## src/rtl/lcd_sync_pkg.sv

```systemverilog
package lcd_sync_pkg;

  typedef enum logic [1:0] {
    PH_SYNC  = 2'd0,
    PH_BACK  = 2'd1,
    PH_ACT   = 2'd2,
    PH_FRONT = 2'd3
  } axis_phase_t;

  // register word indices
  localparam int unsigned RA_SYNC  = 0;
  localparam int unsigned RA_VERT  = 1;
  localparam int unsigned RA_HORZ  = 2;
  localparam int unsigned RA_ACT   = 3;
  localparam int unsigned RA_OCFG  = 4;
  localparam int unsigned RA_IEN   = 5;
  localparam int unsigned RA_IDIS  = 6;
  localparam int unsigned RA_IMASK = 7;
  localparam int unsigned RA_ISTAT = 8;

  localparam int unsigned N_TIMING = 4;

  // output configuration field positions
  localparam int unsigned OC_HPOL     = 0;
  localparam int unsigned OC_VPOL     = 1;
  localparam int unsigned OC_MODE_LSB = 8;
  localparam int unsigned OC_MODE_W   = 3;
  localparam int unsigned OC_DPI      = 11;

endpackage

```

## src/rtl/lcd_axis_ctr.sv

```systemverilog
module lcd_axis_ctr
  import lcd_sync_pkg::*;
#(
  parameter int unsigned FIELD_W = 16
) (
  input  logic               clk,
  input  logic               rst_n,
  input  logic               step,
  input  logic [FIELD_W:0]   len_sync,
  input  logic [FIELD_W:0]   len_back,
  input  logic [FIELD_W:0]   len_act,
  input  logic [FIELD_W:0]   len_front,
  output axis_phase_t        phase,
  output logic [FIELD_W-1:0] coord,
  output logic               first,
  output logic               last
);
  localparam int unsigned LEN_W = FIELD_W + 1;

  axis_phase_t      ph_q;
  logic [LEN_W-1:0] cnt_q;
  logic [LEN_W-1:0] cur_len;
  logic             at_end;

  always_comb begin
    case (ph_q)
      PH_SYNC: cur_len = len_sync;
      PH_BACK: cur_len = len_back;
      PH_ACT:  cur_len = len_act;
      default: cur_len = len_front;
    endcase
  end

  assign at_end = (cnt_q == cur_len - 1'b1);

  always_ff @(posedge clk or negedge rst_n) begin
    if (!rst_n) begin
      ph_q  <= PH_SYNC;
      cnt_q <= '0;
    end else if (step) begin
      if (at_end) begin
        cnt_q <= '0;
        case (ph_q)
          PH_SYNC: ph_q <= (len_back == '0) ? PH_ACT : PH_BACK;
          PH_BACK: ph_q <= PH_ACT;
          PH_ACT:  ph_q <= PH_FRONT;
          default: ph_q <= PH_SYNC;
        endcase
      end else begin
        cnt_q <= cnt_q + 1'b1;
      end
    end
  end

  assign phase = ph_q;
  assign coord = (ph_q == PH_ACT) ? cnt_q[FIELD_W-1:0] : '0;
  assign first = (ph_q == PH_SYNC) && (cnt_q == '0);
  assign last  = (ph_q == PH_FRONT) && at_end;

endmodule

```

## src/rtl/lcd_sync_regs.sv

```systemverilog
module lcd_sync_regs
  import lcd_sync_pkg::*;
#(
  parameter int unsigned FIELD_W = 16,
  parameter int unsigned ADDR_W  = 4
) (
  input  logic                                 clk,
  input  logic                                 rst_n,
  input  logic                                 reg_we,
  input  logic [ADDR_W-1:0]                    reg_waddr,
  input  logic [2*FIELD_W-1:0]                 reg_wdata,
  input  logic [ADDR_W-1:0]                    reg_raddr,
  output logic [2*FIELD_W-1:0]                 reg_rdata,
  input  logic                                 frame_end,
  input  logic                                 irq_mask,
  input  logic                                 irq_stat,
  output logic [N_TIMING-1:0][2*FIELD_W-1:0]   sh_words,
  output logic                                 hpol,
  output logic                                 vpol,
  output logic [OC_MODE_W-1:0]                 mode,
  output logic                                 dpi
);
  localparam int unsigned DATA_W = 2 * FIELD_W;

  logic [N_TIMING-1:0][DATA_W-1:0] pend_q;
  logic [N_TIMING-1:0][DATA_W-1:0] sh_q;

  function automatic logic [DATA_W-1:0] rst_word(input int unsigned idx);
    case (idx)
      RA_SYNC: rst_word = {FIELD_W'(0), FIELD_W'(1)};
      RA_VERT: rst_word = {FIELD_W'(1), FIELD_W'(0)};
      RA_HORZ: rst_word = {FIELD_W'(1), FIELD_W'(1)};
      default: rst_word = {FIELD_W'(3), FIELD_W'(7)};
    endcase
  endfunction

  always_ff @(posedge clk or negedge rst_n) begin
    if (!rst_n) begin
      for (int i = 0; i < N_TIMING; i++) begin
        pend_q[i] <= rst_word(i);
        sh_q[i]   <= rst_word(i);
      end
    end else begin
      for (int i = 0; i < N_TIMING; i++) begin
        if (reg_we && reg_waddr == ADDR_W'(RA_SYNC + i)) pend_q[i] <= reg_wdata;
        if (frame_end) sh_q[i] <= pend_q[i];
      end
    end
  end

  always_ff @(posedge clk or negedge rst_n) begin
    if (!rst_n) begin
      hpol <= 1'b0;
      vpol <= 1'b0;
      mode <= '0;
      dpi  <= 1'b0;
    end else if (reg_we && reg_waddr == ADDR_W'(RA_OCFG)) begin
      hpol <= reg_wdata[OC_HPOL];
      vpol <= reg_wdata[OC_VPOL];
      mode <= reg_wdata[OC_MODE_LSB +: OC_MODE_W];
      dpi  <= reg_wdata[OC_DPI];
    end
  end

  always_comb begin
    reg_rdata = '0;
    for (int i = 0; i < N_TIMING; i++) begin
      if (reg_raddr == ADDR_W'(RA_SYNC + i)) reg_rdata = pend_q[i];
    end
    if (reg_raddr == ADDR_W'(RA_OCFG)) begin
      reg_rdata[OC_HPOL]                   = hpol;
      reg_rdata[OC_VPOL]                   = vpol;
      reg_rdata[OC_MODE_LSB +: OC_MODE_W]  = mode;
      reg_rdata[OC_DPI]                    = dpi;
    end
    if (reg_raddr == ADDR_W'(RA_IMASK)) reg_rdata[0] = irq_mask;
    if (reg_raddr == ADDR_W'(RA_ISTAT)) reg_rdata[0] = irq_stat;
  end

  assign sh_words = sh_q;

endmodule

```

## src/rtl/lcd_sof_irq.sv

```systemverilog
module lcd_sof_irq (
  input  logic clk,
  input  logic rst_n,
  input  logic sof,
  input  logic mask_set,
  input  logic mask_clr,
  input  logic stat_clr,
  output logic mask,
  output logic stat,
  output logic irq
);
  always_ff @(posedge clk or negedge rst_n) begin
    if (!rst_n) begin
      mask <= 1'b0;
      stat <= 1'b0;
    end else begin
      if (mask_set)      mask <= 1'b1;
      else if (mask_clr) mask <= 1'b0;
      if (sof)           stat <= 1'b1;
      else if (stat_clr) stat <= 1'b0;
    end
  end

  assign irq = stat & mask;

endmodule

```

## src/rtl/lcd_sync_gen.sv

```systemverilog
module lcd_sync_gen
  import lcd_sync_pkg::*;
#(
  parameter int unsigned FIELD_W = 16,
  parameter int unsigned ADDR_W  = 4
) (
  input  logic                 clk,
  input  logic                 rst_n,
  input  logic                 reg_we,
  input  logic [ADDR_W-1:0]    reg_waddr,
  input  logic [2*FIELD_W-1:0] reg_wdata,
  input  logic [ADDR_W-1:0]    reg_raddr,
  output logic [2*FIELD_W-1:0] reg_rdata,
  output logic                 lcd_hsync,
  output logic                 lcd_vsync,
  output logic                 lcd_de,
  output logic [FIELD_W-1:0]   pix_x,
  output logic [FIELD_W-1:0]   pix_y,
  output logic [OC_MODE_W-1:0] out_mode,
  output logic                 out_dpi,
  output logic                 sof_irq
);
  localparam int unsigned DATA_W = 2 * FIELD_W;
  localparam int unsigned LEN_W  = FIELD_W + 1;
  localparam int unsigned N_AXIS = 2;   // 0 = horizontal, 1 = vertical

  logic [N_TIMING-1:0][DATA_W-1:0] sh_words;
  logic hpol, vpol;
  logic irq_mask, irq_stat;
  logic sof, frame_end;

  logic [N_AXIS-1:0][LEN_W-1:0]   l_sync, l_back, l_act, l_front;
  logic [N_AXIS-1:0]              ax_step, ax_first, ax_last;
  logic [N_AXIS-1:0][FIELD_W-1:0] ax_coord;
  axis_phase_t                    ax_ph [N_AXIS];

  function automatic logic [LEN_W-1:0] plus1(input logic [FIELD_W-1:0] f);
    plus1 = {1'b0, f} + 1'b1;
  endfunction

  // field decode: every field is stored minus one, except vertical back porch
  assign l_sync[0]  = plus1(sh_words[RA_SYNC][FIELD_W-1:0]);
  assign l_sync[1]  = plus1(sh_words[RA_SYNC][DATA_W-1:FIELD_W]);
  assign l_front[1] = plus1(sh_words[RA_VERT][FIELD_W-1:0]);
  assign l_back[1]  = {1'b0, sh_words[RA_VERT][DATA_W-1:FIELD_W]};
  assign l_front[0] = plus1(sh_words[RA_HORZ][FIELD_W-1:0]);
  assign l_back[0]  = plus1(sh_words[RA_HORZ][DATA_W-1:FIELD_W]);
  assign l_act[0]   = plus1(sh_words[RA_ACT][FIELD_W-1:0]);
  assign l_act[1]   = plus1(sh_words[RA_ACT][DATA_W-1:FIELD_W]);

  for (genvar ax = 0; ax < N_AXIS; ax++) begin : g_axis
    if (ax == 0) begin : g_pix
      assign ax_step[ax] = 1'b1;
    end else begin : g_line
      assign ax_step[ax] = ax_last[ax-1];
    end

    lcd_axis_ctr #(.FIELD_W(FIELD_W)) u_ctr (
      .clk       (clk),
      .rst_n     (rst_n),
      .step      (ax_step[ax]),
      .len_sync  (l_sync[ax]),
      .len_back  (l_back[ax]),
      .len_act   (l_act[ax]),
      .len_front (l_front[ax]),
      .phase     (ax_ph[ax]),
      .coord     (ax_coord[ax]),
      .first     (ax_first[ax]),
      .last      (ax_last[ax])
    );
  end

  assign sof       = ax_first[0] & ax_first[1];
  assign frame_end = ax_last[0] & ax_last[1];

  lcd_sync_regs #(.FIELD_W(FIELD_W), .ADDR_W(ADDR_W)) u_regs (
    .clk       (clk),
    .rst_n     (rst_n),
    .reg_we    (reg_we),
    .reg_waddr (reg_waddr),
    .reg_wdata (reg_wdata),
    .reg_raddr (reg_raddr),
    .reg_rdata (reg_rdata),
    .frame_end (frame_end),
    .irq_mask  (irq_mask),
    .irq_stat  (irq_stat),
    .sh_words  (sh_words),
    .hpol      (hpol),
    .vpol      (vpol),
    .mode      (out_mode),
    .dpi       (out_dpi)
  );

  lcd_sof_irq u_irq (
    .clk      (clk),
    .rst_n    (rst_n),
    .sof      (sof),
    .mask_set (reg_we && reg_waddr == ADDR_W'(RA_IEN)   && reg_wdata[0]),
    .mask_clr (reg_we && reg_waddr == ADDR_W'(RA_IDIS)  && reg_wdata[0]),
    .stat_clr (reg_we && reg_waddr == ADDR_W'(RA_ISTAT) && reg_wdata[0]),
    .mask     (irq_mask),
    .stat     (irq_stat),
    .irq      (sof_irq)
  );

  assign lcd_de    = (ax_ph[0] == PH_ACT) && (ax_ph[1] == PH_ACT);
  assign lcd_hsync = (ax_ph[0] == PH_SYNC) ^ hpol;
  assign lcd_vsync = (ax_ph[1] == PH_SYNC) ^ vpol;
  assign pix_x     = lcd_de ? ax_coord[0] : '0;
  assign pix_y     = lcd_de ? ax_coord[1] : '0;

endmodule

```

## config.mk

```make
export PLATFORM = sky130hd
export DESIGN_NAME = lcd_sync_gen
export DESIGN_NICKNAME = d
export VERILOG_FILES = /design/src/rtl/lcd_sync_pkg.sv /design/src/rtl/lcd_axis_ctr.sv /design/src/rtl/lcd_sync_regs.sv /design/src/rtl/lcd_sof_irq.sv /design/src/rtl/lcd_sync_gen.sv
export SDC_FILE = /design/constraint.sdc
export NUM_CORES = 1
export LEC_CHECK = 0
export ABC_CLOCK_PERIOD_IN_PS = 4300
export BUFFER_PORTS_ARGS = -buffer_cell sky130_fd_sc_hd__buf_4
export CAP_MARGIN = 10
export CORE_MARGIN = 4
export CORE_UTILIZATION = 55
export CTS_BUF_LIST = sky130_fd_sc_hd__clkbuf_2
export DETAILED_ROUTE_END_ITERATION = 6
export PLACE_DENSITY = 0.87
export SYNTH_ARGS = -nofsm -noshare
export SYNTH_HDL_FRONTEND = slang
export SYNTH_HIERARCHICAL = 1
export SYNTH_SLANG_ARGS = --single-unit
```

## constraint.sdc

```tcl
create_clock -name clk -period 4.3 [get_ports clk]
set_input_delay 0 -clock clk [delete_from_list [all_inputs] [get_ports clk]]
set_output_delay 0 -clock clk [all_outputs]
set_load 0.1 [all_outputs]
```

==> flow_summary.ini, run 1 <==
[run_status]
outcome = complete, but fails checks
violations = DRC, setup timing

[cells_and_area]
syn_to_final_growth_pct = 28.94
drive_gt1_frac = 0.4085
finalNetCount = 2076
final_cells = 2496
multi_input_area_mm2 = 0.01040
fillCellCount = 2037
regArea_mm2 = 0.007581

[grt]
grt_pass1_vias = 15800
overflow = 0
grt.total_usage = 0.3177
antenna_found_initial = 3
grt_max_degree = 120
grt_pass1_wl_um = 89810

[yosys]
ys_async_sr_fraction = 1.000
synth_edf_count = 0
synth_seq_area_share = 0.4247
netlist_area_mm2 = 0.01785
ys_ff_latch = 302
synth_area_leader_cell = dfrtp_1
ys_warn_count = 6
synth_top_area_share = 0.3982
avgSynthCellArea_um2 = 11.11
yosysUniqueCellTypes = 85
synth_area_leaders = dfrtp_1 (40%), mux2_2 (17%), xnor2_1 (4.1%)
synth_ff_type = dfrtp_1
synthCells = 1607

[sta]
finalCriticalPeriod_ps = 4946
drv_slew = 0
fin_ws_ps = -645.9
finClkSkew_ps = 117.4
timing.fmax_mhz = 202.2
tightest_slew_ps = 1251
hold_slack_ps = 54.26
setup_violations = 150
slew_headroom = 0.1650
hold_viol = 0
fin_crit_sh = 1.150
rsz0062_at_grt = yes

[critical_path]
critPathLaunchType = flop
startpoint = u_regs/sh_words[113]
cp.arrival_ps = 5710
timing.critical_path.fanout_max = 6
crit_required_ps = 5060
crit_path_end_kind = flop
worst_r2r_startpoint = u_regs/sh_words[113]
path_class = flop to flop

[clocking]
cts_tree = yes
clkSinkCount = 302
insertion_delay_ps = 980
path_clk_slew_ps = 140
cts_max_level = 3
ctsLongestPathBuffers = 3
clock_tree.root_cell = clkbuf_2
cts-buffers-inserted = 75

[pwr]
total_power_mw = 7.064
power.density_mw_per_mm2 = 307.0
leakage_nw = 10.63
ir_drop_mv = 0.3761

[floorplan]
fp.dieArea_mm2 = 0.03539
core_area_mm2 = 0.03180
start_util = 0.5612
die_height_um = 188.1
die_w_um = 188.1
placementRows = 65
io_pins = 115

[route]
vias = 15640
first_pass_iters = 7
routedWlPerCell_um = 23.66
antenna_left = 0
via_per_inst = 6.268
drt-initial-drc-count = 1790
route.detailed.drc = 12
drt-total-wl_um = 59060

[run]
max_cap_violations = 0

[hold_path]
hold_class = primary input to flop
hold_path.startpoint = reg_we

[placement]
dp_hpwl_um = 37610
port_buffers = 114
dp.cells = 2253
place.gp.congestion = 0.9441
logic make-up (layout without fill, tap and decap cells):
| group | count (synthesis) | in the layout | synth area share |
|---|---|---|---|
| fa+ha+maj | 23 | 23 | 0.01612 |
| flops | 302 | 302 | 0.4247 |
| simple gates | 523 | 523 | 0.1662 |
| compound gates | 147 | 147 | 0.06338 |
| buf+inv | 130 | 579 | 0.03358 |
| other cells | 2 | 7 | 0.0004208 |
| mux | 321 | 321 | 0.2176 |
| xor+xnor | 159 | 159 | 0.07803 |
per-layer routing:
| layer | vias up | track usage | routed length (µm) |
|---|---|---|---|
| met4 | 2 | 0.1403 | 2790 |
| met2 | 1003 | 0.5067 | 27270 |
| li1 | 6639 | - | - |
| met1 | 7752 | 0.4206 | 23260 |
| met3 | 248 | 0.06794 | 5724 |
| met5 | - | 0 | 13 |
cells in the final DEF (no fill, tap or decap), drive strengths merged, types with 6 or more instances in the layout:
cell type / instances
a21o: 7
a21oi: 31
a222oi: 23
a22oi: 13
a2bb2oi: 6
a31oi: 7
and2: 76
and3: 29
and4: 9
buf: 323
clkbuf: 116
clkinv: 10
dfrtp: 284
dfstp: 18
dlygate4sd3: 78
ha: 23
inv: 51
mux2: 270
mux2i: 25
mux4: 26
nand2: 91
nand3: 52
nand4: 37
nor2: 86
nor2b: 42
nor3: 31
nor3b: 7
nor4: 35
o21ai: 15
xnor2: 84
xor2: 75
Yosys cell counts, drive strengths merged, types with 3 or more instances:
library cell    n
a22oi          13
or3             3
nor2b          42
nand2b          4
o22a            4
ha             23
and2           76
o21ai          15
mux4           26
mux2          270
xor2           75
nand3b          5
nor4b           3
a222oi         23
xnor2          84
nand2          91
o22ai           5
o31ai           3
nor3           31
nor3b           7
nor2           86
a2111oi         4
dfrtp         284
dfstp          18
a211oi          4
buf            51
nor4           35
clkbuf         30
or2             4
nand3          52
a21o            7
inv            49
mux2i          25
a21oi          31
nand4          37
and3           29
a2bb2oi         6
a31oi           7
and4            9
power by group:
group          internal (mW)  switching (mW)
Clock                  0.767            1.24
Sequential              3.18           0.391
Combinational          0.664           0.822
Total                   4.61            2.46
stage by stage:
step / utilization / worst slack [ps] / instance area [µm²] / setup TNS (ps)
after floorplan: - / -16.88 / 18040 / -1870
after global placement: 0.6397 / -373.2 / 20340 / -47370
after detailed placement: 0.6397 / -429.2 / 20340 / -54720
after CTS: 0.7102 / -393.8 / 22580 / -45610
after global routing: 0.7237 / -813.7 / 23010 / -101860
final: 0.7237 / -645.9 / 23010 / -76000
final timing paths:
| path | end | slack, ps | depth (start not counted) |
|---|---|---|---|
| min in group asynchronous | u_regs/pend_q[112] | 200 | 3 |
| worst max-delay path | u_regs/sh_words[5] | -650 | 21 |
| worst max register to register | u_regs/sh_words[5] | -650 | 21 |
| worst min-delay path | u_irq/mask | 50 | 6 |
| worst min register to register | u_regs/sh_words[16] | 500 | 1 |
| max in group asynchronous | u_regs/pend_q[101] | 3370 | 4 |
what timing repair did:
| action | 4_1_cts | 5_1_grt |
|---|---|---|
| pin swaps | 14 | 19 |
| buffers inserted | 20 | 10 |
| endpoints found under the hold margin | 385 | 0 |
| gates cloned | 7 | 3 |
| resized for setup | 94 | 90 |
| hold buffers | 80 | 0 |
| endpoints found under the setup margin | 161 | 166 |
worst max-delay path, cell delays in order, from the launching register on:
cell and delay, ps:
dfstp_2 580, ha_2 280, a222oi_1 440, mux2i_1 220, inv_1 120, ha_1 190
nor2b_2 170, a32oi_2 140, nor4_4 410, buf_4 190, a221o_1 140, o311ai_2 110
buf_4 160, nor2_1 290, nor4_4 80, buf_4 140, and2_1 150, and2_4 180
buf_12 150, buf_12 140, clkbuf_16 160, mux2_4 290
state kept, by name (all words and copies together), names as in the netlist, 3 cells and up:
register and count:
u_regs/pend_q 128, u_regs/sh_words 128, g_axis.u_ctr/cnt_q 34, g_axis.u_ctr/phase 4
u_regs/mode 3
final cells by class:
class                   instances  area share
repair buffers                404      0.1575
multi-input cells            1178      0.4518
well taps                     435     0.02365
diodes                          2   0.0002175
inverters                      49    0.008101
clock inverters                13    0.004730
clock buffers                 113     0.02458
flip-flops and latches        302      0.3294
Power figures use the tool's default switching activity.
==> inputs of run 2 (changes only) <==
CORE_MARGIN = 2   (was 4)
==> run 2 against run 1 <==
The flow finishes with violations (setup timing). Combinational power hardly changed. Global-route usage grew 2.5 points. Setup slack better by 10 ps. Cell count fell by 1.1%. Register-to-register slack is essentially flat. Sequential share of layout area fell by 0.17 points. Die area is 4.2% lower. Non-clock buffer count fell by 4. Critical path depth fell by 3. Routed wire length is 0.37% higher. Largest cell class unchanged. Largest power group unchanged.
==> flow_summary.ini, run 2 (synthesis gave the netlist of run 1 again) <==
[clocking]
insertion_delay_ps = 970
clkSinkCount = 302
cts_tree = yes
ctsLongestPathBuffers = 3
path_clk_slew_ps = 110
cts_max_level = 3
cts-buffers-inserted = 77
clock_tree.root_cell = clkbuf_2

[route]
via_per_inst = 6.360
antenna_left = 0
vias = 15700
route.detailed.drc = 0
drt-total-wl_um = 59280
drt-initial-drc-count = 1762
first_pass_iters = 7
routedWlPerCell_um = 24.01

[sta]
finClkSkew_ps = 89.87
fin_crit_sh = 1.148
rsz0062_at_grt = yes
timing.fmax_mhz = 202.6
fin_ws_ps = -635.9
tightest_slew_ps = 1236
slew_headroom = 0.1752
setup_violations = 165
finalCriticalPeriod_ps = 4936
hold_viol = 0
drv_slew = 0

[pwr]
ir_drop_mv = 0.3892
power.density_mw_per_mm2 = 313.1
total_power_mw = 7.242
leakage_nw = 10.72

[cells_and_area]
drive_gt1_frac = 0.4066
regArea_mm2 = 0.007580
layout.cells.most_common = dfrtp_1
final_cells = 2469
multi_input_area_mm2 = 0.01038
fillCellCount = 1952
finalNetCount = 2074
layout_common_cells = dfrtp_1 (284), buf_4 (281), mux2_2 (170), clkbuf_2 (116), mux2_4 (99)
syn_to_final_growth_pct = 29.58

[critical_path]
path_class = flop to flop
cp.arrival_ps = 5760
crit_path_end_kind = flop
timing.critical_path.fanout_max = 11
crit_required_ps = 5120
critPathLaunchType = flop

[run]
max_cap_violations = 0

[grt]
grt_max_degree = 125
grt_pass1_vias = 15920
antenna_found_initial = 1
grt.total_usage = 0.3424
grt_pass1_wl_um = 89540
overflow = 0

[floorplan]
die_w_um = 184.1
fp.dieArea_mm2 = 0.03391
die_height_um = 184.1
start_util = 0.5627
placementRows = 65
core_area_mm2 = 0.03172
io_pins = 115

[placement]
dp_hpwl_um = 36220
place.gp.congestion = 0.9694
port_buffers = 114
dp.cells = 2202

[hold_path]
hold_class = primary input to flop

[run_status]
outcome = complete, but fails checks
violations = setup timing
-- run 2: cell count changes in the layout (fill, tap and decap cells not counted), moves of 3 or more --
cell and change:
buf_12 -3, buf_16 +6, buf_4 -13, buf_6 +4, clkbuf_2 +3, clkinv_1 +7, clkinv_4 -4, mux2_2 +12
mux2_4 -12
-- run 2: cell type report --
| cell class | instances | share of cell area |
|---|---|---|
| Antenna cell | 1 | 0.0001082 |
| Clock buffer | 116 | 0.02510 |
| Clock inverter | 21 | 0.007683 |
| Inverter | 49 | 0.007953 |
| Multi-Input combinational cell | 1178 | 0.4487 |
| Sequential cell | 302 | 0.3278 |
| Tap cell | 402 | 0.02175 |
| Timing Repair Buffer | 400 | 0.1610 |
-- run 2: path summary, 6_finish.rpt --
path | start | end | slack, ps | cells after the start
setup / recovery | u_regs/sh_words[84] | u_regs/sh_words[85] | -640 | 18
min in group asynchronous | rst_n | u_regs/sh_words[0] | 180 | 3
hold reg to reg | u_regs/pend_q[111] | u_regs/sh_words[111] | 480 | 1
max in group asynchronous | rst_n | u_regs/sh_words[101] | 3370 | 4
setup reg to reg | u_regs/sh_words[84] | u_regs/sh_words[85] | -640 | 18
hold / removal | reg_wdata[0] | u_irq/mask | 60 | 6
-- run 2: repair_timing --
action / 4_1_cts / 5_1_grt
gates resized for setup: 118 / 68
hold endpoints to repair: 405 / 0
pin swaps: 13 / 20
buffers inserted: 22 / 14
hold buffers: 81 / 0
endpoints found under the setup margin: 160 / 166
gates cloned: 12 / 5
-- run 2: power by group --
group          internal, mW  leakage (nW)  switching (mW)  total (mW)
combinational         0.676          6.33           0.828        1.50
sequential             3.18          3.84           0.398        3.57
clock                 0.903         0.560            1.26        2.16
total                  4.75          10.7            2.49        7.24
-- run 2: worst max-delay path: stages (launching register included) --
cell and delay [ps]:
dfrtp_1 400, nand4_1 360, nor3b_4 360, buf_4 160
xor2_1 100, a222oi_1 440, a21oi_1 240, nor4_4 220
nand3_1 150, or3_4 350, o21bai_1 170, a2111o_1 400
nor4_4 240, and2_4 230, and2_4 210, buf_12 140
buf_12 130, buf_16 160, mux2_4 310
-- run 2: per-stage QoR --
stage	instance area, µm²	hold slack, ps	setup TNS, ps	utilization	setup slack [ps]
6_report	23130	60.28	-84330	0.7291	-635.9
3_3_place_gp	20150	180.4	-48790	0.6354	-361.0
3_5_place_dp	20150	189.7	-52400	0.6354	-394.7
2_1_floorplan	18040	-295.6	-1870	-	-16.88
4_1_cts	22690	1.994	-37090	0.7154	-324.0
5_1_grt	23130	59.24	-86930	0.7291	-679.7
-- run 2: metal layers --
metal | share of wire | track usage | wire (µm) | vias up
met5 | 0 | 0 | 0 | -
met4 | 0.050 | 0.1712 | 2983 | 0
met3 | 0.11 | 0.08141 | 6350 | 224
met2 | 0.46 | 0.5278 | 27020 | 1121
met1 | 0.39 | 0.4546 | 22930 | 7717
li1 | - | - | - | 6640
==> inputs of run 3 (changes only) <==
BUFFER_PORTS_ARGS = default   (was -buffer_cell sky130_fd_sc_hd__buf_4)
DONT_BUFFER_PORTS = 1   (was default)
PLACE_DENSITY = 0.84   (was 0.87)
==> run 3 against run 2 <==
The run ends with DRC, hold timing, setup timing left. Flip-flop and latch count is the same. Utilization shrank 0.84 points. First-iteration DRC count grew 13%. Via count grew 0.29%. Clock power grew 2%. Cell area shrank 1.2%. Non-clock buffer count shrank 59. Fmax grew 2.0%. Total power grew 0.49%. Combinational power shrank 5%. Count of clock-buffer cells in the layout shrank 6. Setup slack gained 96 ps.
==> flow_summary.ini, run 3 (synthesis gave the netlist of run 1 again) <==
[sta]
fin_crit_sh = 1.126
rsz0062_at_grt = yes
tightest_slew_ps = 1196
finalCriticalPeriod_ps = 4840
setup_violations = 147
fin_ws_ps = -539.7
timing.fmax_mhz = 206.6
hold_slack_ps = -1366
hold_viol = 302
finClkSkew_ps = 152.9
drv_slew = 0
slew_headroom = 0.2015

[route]
first_pass_iters = 7
drt-total-wl_um = 61800
route.detailed.drc = 41
routedWlPerCell_um = 25.60
vias = 15750
drt-initial-drc-count = 1995
antenna_left = 0
via_per_inst = 6.523

[pwr]
p_switching_mw = 2.562
p_int_mw = 4.715
p_seq_frac = 0.503
ir_drop_mv = 0.3306
power.density_mw_per_mm2 = 318.4
power_frac_clock = 0.302
netSwitchingFraction = 0.3521
leakage_nw = 10.44
pwr-share-comb = 0.196

[floorplan]
fp.dieArea_mm2 = 0.03391
start_util = 0.5627
placementRows = 65
die_w_um = 184.1
io_pins = 115
die_height_um = 184.1
core_area_mm2 = 0.03172

[grt]
overflow = 0
grt.total_usage = 0.3374
grt_pass1_vias = 15480
grt_max_degree = 303
antenna_found_initial = 2
grt_pass1_wl_um = 88350

[cells_and_area]
finalNetCount = 2018
fillCellCount = 2002
syn_to_final_growth_pct = 28.08
drive_gt1_frac = 0.3834
final_core_util = 0.7207
multi_input_area_mm2 = 0.01056
design_area_mm2 = 0.02286
layout.cells.most_common = dfrtp_1
regArea_mm2 = 0.007582
layout_common_cells = dfrtp_1 (282), buf_4 (195), mux2_2 (151), mux2_4 (118)

[clocking]
insertion_delay_ps = 1040
cts-buffers-inserted = 80
cts_max_level = 3
hold_buffers = 111
ctsLongestPathBuffers = 3
cts_tree = yes
clock_tree.root_cell = clkbuf_2
clkSinkCount = 302
path_clk_slew_ps = 150

[placement]
dp_hpwl_um = 36300
placed_area_mm2 = 0.01964
port_buffers = 0
place.gp.congestion = 0.9899

[run]
max_cap_violations = 0

[hold_path]
hold_class = primary input to async pin

[critical_path]
cp_slowest_cell = a222oi_1
crit_required_ps = 5160
cpPeakStageDelay_ps = 540
cp.arrival_ps = 5700
timing.critical_path.fanout_max = 12
path_cells = nand4_1 -> nor2_1 -> nand4_1 -> xnor2_1 -> a222oi_1 -> mux2i_1 -> xnor2_1 -> inv_1 -> nor4b_4 -> nor3_4 -> nor4_4 -> and2_1 -> and2_4 -> buf_12 -> buf_12 -> clkbuf_16 -> mux2_2
crit_path_end_kind = flop
path_class = flop to flop
critPathLaunchType = flop

[run_status]
violations = DRC, hold timing, setup timing
outcome = complete, but fails checks
[run 3: changes by cell type in the layout (fill, tap and decap cells not counted), sizes merged]
| cell | before | now |
|---|---|---|
| buf | 316 | 222 |
| bufinv | 3 | 2 |
| bufbuf | 0 | 1 |
| dlygate4sd3 | 79 | 110 |
| clkbuf | 121 | 118 |
| inv | 51 | 53 |
| clkinv | 14 | 23 |
[run 3: worst max-delay path, delay by kind of cell (launching register included)]
kind | cells | cell delay (ps)
and+or+nand+nor | 8 | 1850
buffers and inverters | 4 | 590
xor gates and xnor gates | 2 | 580
muxes | 2 | 560
AOI/OAI and AO/OA | 1 | 540
DFF | 1 | 520
[run 3: per-stage QoR]
stage | power, mW | instances | hold WS, ps | worst slack [ps] | setup TNS (ps)
floorplan | 4.431 | 1610 | -295.6 | -16.88 | -1870
global placement | 4.738 | 2120 | -283.9 | -346.7 | -44850
detailed placement | 4.798 | 2120 | -284.4 | -404.6 | -54210
CTS | 7.075 | 2397 | -1370 | -321.1 | -35530
global route | 7.550 | 2414 | -1408 | -653.1 | -82170
finish | 7.277 | 2414 | -1366 | -539.7 | -62470
[run 3: layout make-up]
class	instances	area share
multi-input combinational	1178	0.4618
clock inverter	31	0.008703
timing repair buffer	341	0.1436
sequential	302	0.3317
tap	402	0.02200
clock buffer	110	0.02408
inverter	49	0.008046
antenna	1	0.0001095
[run 3: power by group through the flow]
stage,combinational (mW),sequential (mW),clock [mW]
floorplan,0.981,3.45,0
global placement,1.13,3.61,0
detailed placement,1.16,3.64,0
CTS,1.35,3.58,2.14
global route,1.50,3.67,2.38
finish,1.42,3.66,2.20
[run 3: what timing repair did]
| action | CTS | global route |
|---|---|---|
| hold endpoints to repair | 438 | 302 |
| cloned | 4 | 10 |
| resized for setup | 59 | 134 |
| pin swaps | 19 | 24 |
| endpoints found under the setup margin | 159 | 160 |
| buffers inserted | 22 | 11 |
[run 3: path summary, 6_finish.rpt]
| check | slack, ps | start | end | cells past startpoint |
|---|---|---|---|---|
| max in group asynchronous | 5080 | rst_n | u_regs/pend_q[98] | 0 |
| worst min register to register | 520 | u_regs/pend_q[1] | u_regs/sh_words[1] | 1 |
| worst max register to register | -540 | u_regs/sh_words[120] | u_regs/sh_words[32] | 17 |
| worst max-delay path | -540 | u_regs/sh_words[120] | u_regs/sh_words[32] | 17 |
| min in group clk | 120 | reg_waddr[2] | u_regs/pend_q[118] | 3 |
| worst min-delay path | -1370 | rst_n | u_regs/pend_q[24] | 0 |
[run 3: metal layers]
layer / vias up / part of all wire / track usage
met4: 2 / 0.056 / 0.1392
li1: 6526 / - / -
met2: 1145 / 0.44 / 0.5260
met3: 308 / 0.11 / 0.07133
met1: 7766 / 0.39 / 0.4608
met5: - / 0.00021 / 0
